<file path="src/rtl/dpr_pkg.sv">
package dpr_pkg;

   typedef enum logic [0:0] {
      DPR_FN_ANDOR = 1'b0,
      DPR_FN_SBOX  = 1'b1
   } dpr_fn_e;

   // rail pair codes, {true, false}
   localparam logic [1:0] DPR_NULL = 2'b00;
   localparam logic [1:0] DPR_ZERO = 2'b01;
   localparam logic [1:0] DPR_ONE  = 2'b10;
   localparam logic [1:0] DPR_BAD  = 2'b11;

endpackage

</file>
<file path="src/rtl/dpr_front.sv">
// Boundary encoder and phase gating: every rail leaving here is 0 in precharge.
module dpr_front #(
   parameter int W = 4
) (
   input  logic         eval,
   input  logic [W-1:0] din,
   input  logic [W-1:0] up_t,
   input  logic [W-1:0] up_f,
   output logic [W-1:0] a_t,
   output logic [W-1:0] a_f,
   output logic [W-1:0] b_t,
   output logic [W-1:0] b_f
);
   logic [W-1:0] ph;

   assign ph = {W{eval}};

   for (genvar i = 0; i < W; i++) begin : g_bit
      // single-rail inversion happens only here, at the boundary
      assign a_t[i] = ph[i] & din[i];
      assign a_f[i] = ph[i] & ~din[i];
      assign b_t[i] = ph[i] & up_t[i];
      assign b_f[i] = ph[i] & up_f[i];
   end
endmodule

</file>
<file path="src/rtl/dpr_valid.sv">
// Reports whether every rail pair of a vector is exactly one-hot.
module dpr_valid #(
   parameter int W = 4
) (
   input  logic [W-1:0] rt,
   input  logic [W-1:0] rf,
   output logic         all_ok
);
   logic [W-1:0] pair_ok;

   for (genvar i = 0; i < W; i++) begin : g_pair
      assign pair_ok[i] = ({rt[i], rf[i]} == dpr_pkg::DPR_ONE) ||
                          ({rt[i], rf[i]} == dpr_pkg::DPR_ZERO);
   end

   assign all_ok = &pair_ok;
endmodule

</file>
<file path="src/rtl/dpr_logic.sv">
// Monotonic dual-rail function: the true network computes f, the false network its dual.
module dpr_logic #(
   parameter int                W   = 4,
   parameter dpr_pkg::dpr_fn_e  FN  = dpr_pkg::DPR_FN_ANDOR,
   parameter logic [W*(2**W)-1:0] TBL = '0
) (
   input  logic [W-1:0] a_t,
   input  logic [W-1:0] a_f,
   input  logic [W-1:0] b_t,
   input  logic [W-1:0] b_f,
   output logic [W-1:0] y_t,
   output logic [W-1:0] y_f
);
   localparam int NM = 2**W;

   if (FN == dpr_pkg::DPR_FN_ANDOR) begin : g_andor
      for (genvar i = 0; i < W; i++) begin : g_bit
         localparam int J = (i + 1) % W;
         assign y_t[i] = (a_t[i] & b_t[i]) | (a_t[J] & b_f[J]);
         assign y_f[i] = (a_f[i] | b_f[i]) & (a_f[J] | b_t[J]);
      end
   end else begin : g_sbox
      logic [W-1:0]  x_t;
      logic [W-1:0]  x_f;
      logic [NM-1:0] mt;

      // dual-rail XOR from monotonic terms
      for (genvar k = 0; k < W; k++) begin : g_xor
         assign x_t[k] = (a_t[k] & b_f[k]) | (a_f[k] & b_t[k]);
         assign x_f[k] = (a_t[k] & b_t[k]) | (a_f[k] & b_f[k]);
      end

      // full minterm decode: exactly one minterm is high in evaluation
      for (genvar m = 0; m < NM; m++) begin : g_mt
         logic [W-1:0] lit;
         for (genvar k = 0; k < W; k++) begin : g_lit
            if (((m >> k) & 1) == 1) begin : g_hi
               assign lit[k] = x_t[k];
            end else begin : g_lo
               assign lit[k] = x_f[k];
            end
         end
         assign mt[m] = &lit;
      end

      always_comb begin
         y_t = '0;
         y_f = '0;
         for (int m = 0; m < NM; m++) begin
            for (int o = 0; o < W; o++) begin
               if (TBL[m*W + o]) y_t[o] = y_t[o] | mt[m];
               else              y_f[o] = y_f[o] | mt[m];
            end
         end
      end
   end
endmodule

</file>
<file path="src/rtl/dpr_stage.sv">
module dpr_stage #(
   parameter int                  W        = 4,
   parameter dpr_pkg::dpr_fn_e    FN       = dpr_pkg::DPR_FN_ANDOR,
   parameter logic [W*(2**W)-1:0] SBOX_TBL = 64'h21748FE3DA09B65C
) (
   input  logic         clk,
   input  logic         rst_n,
   input  logic         eval,
   input  logic [W-1:0] din,
   input  logic [W-1:0] up_t,
   input  logic [W-1:0] up_f,
   output logic [W-1:0] net_t,
   output logic [W-1:0] net_f,
   output logic [W-1:0] dout,
   output logic         err
);
   // elaboration-time parameter checks
   if (W < 2) begin : g_chk_w
      $error("dpr_stage: W must be at least 2");
   end
   if (FN == dpr_pkg::DPR_FN_SBOX && W > 6) begin : g_chk_sbox
      $error("dpr_stage: substitution variant limited to W <= 6");
   end

   logic [W-1:0] a_t, a_f, b_t, b_f;
   logic [W-1:0] y_t, y_f;
   logic         b_ok, y_ok;
   logic [W-1:0] q_t, q_f;
   logic         err_q;

   dpr_front #(.W(W)) u_front (
      .eval (eval),
      .din  (din),
      .up_t (up_t),
      .up_f (up_f),
      .a_t  (a_t),
      .a_f  (a_f),
      .b_t  (b_t),
      .b_f  (b_f)
   );

   dpr_logic #(.W(W), .FN(FN), .TBL(SBOX_TBL)) u_logic (
      .a_t (a_t),
      .a_f (a_f),
      .b_t (b_t),
      .b_f (b_f),
      .y_t (y_t),
      .y_f (y_f)
   );

   dpr_valid #(.W(W)) u_chk_in (
      .rt     (b_t),
      .rf     (b_f),
      .all_ok (b_ok)
   );

   dpr_valid #(.W(W)) u_chk_out (
      .rt     (y_t),
      .rf     (y_f),
      .all_ok (y_ok)
   );

   // capture only on the edge that closes an evaluation cycle
   always_ff @(posedge clk or negedge rst_n) begin
      if (!rst_n) begin
         q_t   <= '0;
         q_f   <= '0;
         err_q <= 1'b0;
      end else if (eval) begin
         q_t   <= y_t;
         q_f   <= y_f;
         err_q <= ~(b_ok & y_ok);
      end
   end

   assign net_t = y_t;
   assign net_f = y_f;
   assign dout  = q_t & ~q_f;   // only the 10 code decodes to 1
   assign err   = err_q;
endmodule

</file>
<file path="config.mk">
export PLATFORM = sky130hd
export DESIGN_NAME = dpr_stage
export DESIGN_NICKNAME = d
export VERILOG_FILES = /design/src/rtl/dpr_pkg.sv /design/src/rtl/dpr_front.sv /design/src/rtl/dpr_valid.sv /design/src/rtl/dpr_logic.sv /design/src/rtl/dpr_stage.sv
export SDC_FILE = /design/constraint.sdc
export NUM_CORES = 1
export LEC_CHECK = 0
export ABC_CLOCK_PERIOD_IN_PS = 1050
export BUFFER_PORTS_ARGS = -buffer_cell sky130_fd_sc_hd__buf_2
export CAP_MARGIN = 30
export CORE_AREA = 5 5 42 44
export CTS_BUF_LIST = sky130_fd_sc_hd__clkbuf_16
export CTS_CLUSTER_DIAMETER = 30
export CTS_CLUSTER_SIZE = 25
export DETAILED_ROUTE_END_ITERATION = 6
export DIE_AREA = 0 0 47 49
export MAX_ROUTING_LAYER = met4
export PLACE_DENSITY = 0.71
export SLEW_MARGIN = 20
export SYNTH_ARGS = -nofsm -noshare
export SYNTH_HDL_FRONTEND = slang
export SYNTH_SLANG_ARGS = --single-unit
</file>
<file path="constraint.sdc">
create_clock -name clk -period 1.05 [get_ports clk]
set_clock_uncertainty 0.05 [all_clocks]
set_input_delay 0.21 -clock clk [delete_from_list [all_inputs] [get_ports clk]]
set_output_delay 0.21 -clock clk [all_outputs]
set_load 0.02 [all_outputs]
</file>
==> run_results.csv, run 1 <==
group,metric,value,unit
sta,grt_setup_unrepaired,"yes",
grt,grt_pass1_wl,2532,µm
worst_hold_path,min_path_type,"input port to flip-flop",
clock_network,cts_sinks,9,
synth,yosys_warnings,0,
clock_network,cts.clk_slew.worst_paths,0.04,ns
critical_path,crit_chain,"nor2b_2 > buf_6",
die,die_h,49,µm
grt,grt_max_degree,13,
clock_network,clk_root_buffer_cell,"clkbuf_16",
status,violations,"negative setup slack",
synth,async_reset_ff_share,100.0,%
synth,synth_area,510.5,µm²
layout,areaGrowthSynthToFinish,108.8,%
sta,post-route-min-period,1.173,ns
grt,grt_pass1_vias,601,
grt,gr-total-overflow,0,
synth,syn-num-nets,65,
routing,route.detailed.drc,0,
place,gp_congestion,0.7604,
pwr,seqPwrFrac,27.0,%
pwr,vdd_drop_max,0.001251,V
pwr,power_switching,385.4,µW
critical_path,worst_setup_path_end_kind,"output pin",
pwr,p_per_area,1403,nW/µm²
synth,ys_seq_area_share,44.12,%
synth,ys_ff_latch,9,
synth,yosysMostFrequentCell,"dfrtp_1",
routing,vias_per_cell,4.937,
synth,yosys.cell_types.count,12,
die,dieArea,2303,µm²
critical_path,critPathMaxStageDelay,0.38,ns
synth,yosys-top-cells-count,"9 x dfrtp_1, 8 x a21o_1, 8 x inv_1, 5 x nor2_1",
synth,syn_inst,50,
die,ios,28,
grt,met3_usage,5.166,%
sta,slew_violations,0,
layout,layout-drive-gt1-share,60.00,%
pwr,p_leak,0.5562,nW
pwr,switching_share,25.77,%
clock_network,cts_tree,"done",
critical_path,critPathRequiredTime,0.79,ns
grt,top_usage_layer,"met2",
sta,worst_slew_pin_slew,0.2768,ns
routing,vias,548,
sta,setup_viol_count_final,6,
clock_network,cts_buffers,3,
grt,use_met2,24.43,%
place,dp_cells,97,
clock_network,cts_htree_levels,1,
layout,antenna_cells,0,
status,status,"finished with violations",
die,rows,14,
layout,final_cells,111,
pwr,internal_power,1.110,mW
routing,ant_nets,0,
pwr,p_comb_share,27.6,%
pwr,p_clk_share,45.4,%
grt,grtUsageMet1,17.79,%
synth,avgSynthCellArea,10.21,µm²
critical_path,crit_fanout,2,
routing,drtIter0Drc,2,
routing,wl_per_cell,14.98,µm
critical_path,critPathSlowestCell,"dfrtp_1",
place,place_ws,-0.1160,ns
sta,post-route-period-util,111.7,%
clock_network,clk_path_buf_depth,2,
routing,dr.pass1.iters,3,
layout,fin_nets,111,
sta,fmax,852.6,MHz
synth,synthTopCellsByArea,"dfrtp_1 44%, a21o_1 12%, a221oi_2 12%, xnor2_1 6.9%, a22oi_1 5.9%",
synth,synth-main-ff-cell,"dfrtp_1",
place,numPortBuffers,27,
synth,yosysTopAreaCellShare,44.12,%
critical_path,arrival,0.91,ns
sta,hold_violations,0,
run,maxCapViolCount,0,
clock_network,insertion_delay,0.24,ns
critical_path,startpoint_type,"flip-flop",
synth,yosys.area.top_type,"dfrtp_1",
critical_path,critPathKind,"flip-flop to output pin",
grt,antenna_found_initial,0,
grt,globalRouteTotalUtil,16.16,%
synth,synth_edf_count,0,
sta,slew_headroom,81.38,%
sta,whs,0.1325,ns
place,dp_hpwl,983.5,µm
sta,setup_slack,-0.1230,ns
die,coreArea,1401,µm²
routing,wirelength,1663,µm
die,initial_core_util,36.43,%
die,die_w,47,µm
## final cells by class
| class | instances | area [µm²] |
|---|---|---|
| Timing Repair Buffer | 42 | 397.9 |
| Tap cell | 16 | 20.02 |
| Multi-Input combinational cell | 31 | 295.3 |
| Inverter | 9 | 48.80 |
| Sequential cell | 9 | 225.2 |
| Clock inverter | 1 | 3.754 |
| Fill cell | 94 | 335.3 |
| Clock buffer | 3 | 75.07 |
## routing by layer
layer / share of wire, % / up-vias
met5: 0 / -
met4: 1.7 / 0
met3: 7.9 / 3
met2: 56 / 21
met1: 34 / 261
li1: - / 263
## critical path: cells and delay by family (launching register included)
family,cells,cell delay (ns)
DFF,1,0.38
and+or+nand+nor,1,0.17
buffers and inverters,1,0.13
## path summary, 6_finish.rpt
check,slack [ns],startpoint,cells past startpoint,endpoint
setup / recovery,-0.12,q_t[1],2,dout[1]
hold / removal,0.13,eval,2,err
setup reg to reg,0.10,q_t[1],3,q_t[1]
hold reg to reg,0.42,q_t[0],1,q_t[0]
max in group asynchronous,0.47,rst_n,2,q_f[1]
min in group asynchronous,0.30,rst_n,2,q_t[0]
## repair_timing
| action | CTS | global route |
|---|---|---|
| pin swaps | 4 | 4 |
| buffers inserted | 4 | 5 |
| hold buffers | 1 | 0 |
| endpoints found under the hold margin | 9 | 0 |
| cloned | 0 | 0 |
| endpoints found under the setup margin | 8 | 10 |
| resized for setup | 40 | 18 |
## cells in the final DEF (no fill, tap or decap), drive strengths merged
| cell | count |
|---|---|
| inv | 10 |
| nor4 | 1 |
| xnor2 | 4 |
| dfrtp | 9 |
| dlygate4sd3 | 1 |
| a221oi | 4 |
| a21o | 8 |
| nor2b | 4 |
| a22oi | 4 |
| buf | 41 |
| a21oi | 1 |
| clkbuf | 3 |
| nor2 | 5 |
## per-stage QoR
step	area (µm²)	utilization, %	setup TNS, ns	total power, mW
detailed placement	691.9	49.38	-0.4076	0.6633
floorplan	510.5	-	0	0.5506
finish	1066	76.07	-0.3944	1.496
CTS	970.9	69.29	-0.3519	1.440
global route	1066	76.07	-0.6260	1.562
global placement	691.9	49.38	-0.3515	0.6595
## registers in the layout, indices dropped and copies added, names as in the netlist
name	flops
err	1
q_f	4
q_t	4
## logic make-up (layout without fill, tap and decap cells)
kind of cell	count (synthesis)	after routing	synth area share, %
DFF	9	9	44.12
xor gates and xnor gates	4	4	6.862
AOI/OAI and AO/OA	17	17	30.39
buffers and inverters	10	55	8.823
and+or+nand+nor	10	10	9.804
## power by group through the flow
| stage | Clock [mW] | Sequential (mW) | Combinational (mW) |
|---|---|---|---|
| 2_1_floorplan | 0 | 0.403 | 0.147 |
| 3_3_place_gp | 0 | 0.403 | 0.256 |
| 3_5_place_dp | 0 | 0.404 | 0.259 |
| 4_1_cts | 0.678 | 0.399 | 0.362 |
| 5_1_grt | 0.710 | 0.408 | 0.444 |
| 6_report | 0.678 | 0.404 | 0.413 |
Note: power is estimated with default switching activity, not from simulation.
==> run 2: changes to the inputs <==
ABC_CLOCK_PERIOD_IN_PS = 1400   (was 1050)
clock period = 1.4 ns   (was 1.05 ns; I/O delays follow)
==> run 2 against run 1 <==
Against the previous run:
- the flow now finishes without violations
- via count down 13%
- register-to-register slack better by 0.59 ns
- cell area shrank 30%
- global-route usage down 1.6 points
- die area unchanged
- non-clock buffer count decreased by 14
- cell count down 13%
- count of clock-buffer cells in the layout did not move
- clock power down 27%
- wire length fell by 17%
- sequential power decreased by 26%
- core utilization decreased by 23 points
- largest cell class is now multi-input gates
==> run_results.csv, run 2 (same netlist as run 1, synthesis figures left out) <==
group,metric,value,unit
layout,layout.cells.most_common,"buf_2",
sta,post-route-min-period,1.318,ns
clock_network,post-cts-setup-buffers,0,
die,die_w,47,µm
sta,setup_slack,0.08206,ns
pwr,vdd_drop_max,0.0007246,V
grt,grt_max_degree,17,
die,initial_core_util,36.43,%
layout,fillers,140,
critical_path,startpoint_type,"input port",
routing,wl_per_cell,14.19,µm
die,dieArea,2303,µm²
pwr,p_per_area,1319,nW/µm²
die,rows,14,
clock_network,cts_tree,"done",
critical_path,worst_setup_path_end_kind,"output pin",
grt,antenna_found_initial,0,
routing,wirelength_met1,581,µm
layout,fin_nets,97,
critical_path,critPathRequiredTime,1.07,ns
critical_path,cp_common_cell,"buf_2",
critical_path,critPathMaxStageDelay,0.26,ns
layout,seq_area,225.2,µm²
clock_network,cts_htree_levels,1,
place,gp_congestion,0.7921,
critical_path,crit_fanout,16,
layout,final_area,743.2,µm²
routing,drtIter0Drc,3,
critical_path,crit_chain,"buf_2 > inv_2 > a221oi_2 > buf_2",
sta,fin_setup_tns,0,ns
sta,worst_slew_pin_slew,0.3010,ns
layout,layout_common_cells,"27 x buf_2, 9 x inv_1, 9 x dfrtp_1",
critical_path,reg2reg_slack,0.69,ns
clock_network,cts.clk_slew.worst_paths,0.04,ns
grt,globalRouteTotalUtil,14.55,%
clock_network,clk_path_buf_depth,2,
routing,vias,477,
place,dp_hpwl,1023,µm
routing,vias_per_cell,4.918,
critical_path,arrival,0.99,ns
pwr,power,980.0,µW
sta,slew_violations,0,
die,ios,28,
place,placed_area,654.4,µm²
clock_network,cts_sinks,9,
clock_network,cts_resized,0,
grt,gr-total-overflow,0,
die,coreArea,1401,µm²
layout,areaGrowthSynthToFinish,45.59,%
clock_network,cts_buffers,3,
place,dp_cells,92,
sta,post-route-period-util,94.14,%
sta,grt_setup_unrepaired,"no",
sta,hold_violations,0,
grt,grt_pass1_wl,2318,µm
layout,fin_util,53.04,%
sta,setup_viol_count_final,0,
place,place_ws,0.07157,ns
layout,layout-drive-gt1-share,43.21,%
sta,slew_headroom,79.91,%
layout,antenna_cells,0,
routing,route.met3.wl,125,µm
clock_network,clk_root_buffer_cell,"clkbuf_16",
clock_network,cts_hold_buffers,1,
sta,fmax,758.8,MHz
critical_path,critPathSlowestCell,"a221oi_2",
worst_hold_path,min_path_type,"input port to flip-flop",
routing,route.detailed.drc,0,
die,die_h,49,µm
critical_path,critPathKind,"input port to output pin",
routing,ant_nets,0,
layout,final_cells,97,
clock_network,insertion_delay,0.23,ns
sta,whs,0.1982,ns
routing,wirelength,1376,µm
run,maxCapViolCount,0,
grt,grt_pass1_vias,540,
routing,highest_layer,"met4",
routing,route.met2.wl,630,µm
place,numPortBuffers,27,
status,status,"completed",
routing,dr.pass1.iters,2,
pwr,p_leak,0.4319,nW
layout,multi_input_area,240.2,µm²
==> run 2: final cells by class <==
class	count	share of cell area [%]
repair buffers	28	19.53
well taps	16	2.694
clock inverters	1	0.5051
clock buffers	3	10.10
inverters	9	4.545
multi-input cells	31	32.32
flip-flops and latches	9	30.30
==> run 2: metal layers <==
| layer | up-vias | global-route usage, % |
|---|---|---|
| li1 | 235 | - |
| met1 | 215 | 17.30 |
| met2 | 21 | 19.91 |
| met3 | 6 | 4.428 |
| met4 | 0 | 10.60 |
| met5 | - | - |
==> run 2: worst paths after layout <==
| check | cells after the start | startpoint | endpoint |
|---|---|---|---|
| min in group asynchronous | 2 | rst_n | err |
| setup / recovery | 4 | eval | net_f[3] |
| max in group asynchronous | 2 | rst_n | q_t[1] |
| setup reg to reg | 1 | q_f[3] | q_f[3] |
| hold reg to reg | 1 | q_t[1] | q_t[1] |
| hold / removal | 2 | eval | err |
==> run 2: worst max-delay path, delay by kind of cell <==
family / cells / cell delay (ns)
buf+inv: 3 / 0.45
compound gates: 1 / 0.26
==> run 2: power by group <==
group / internal [mW] / total (mW) / switching [mW]
combinational: 0.0781 / 0.188 / 0.110
sequential: 0.288 / 0.300 / 0.0124
clock: 0.373 / 0.492 / 0.120
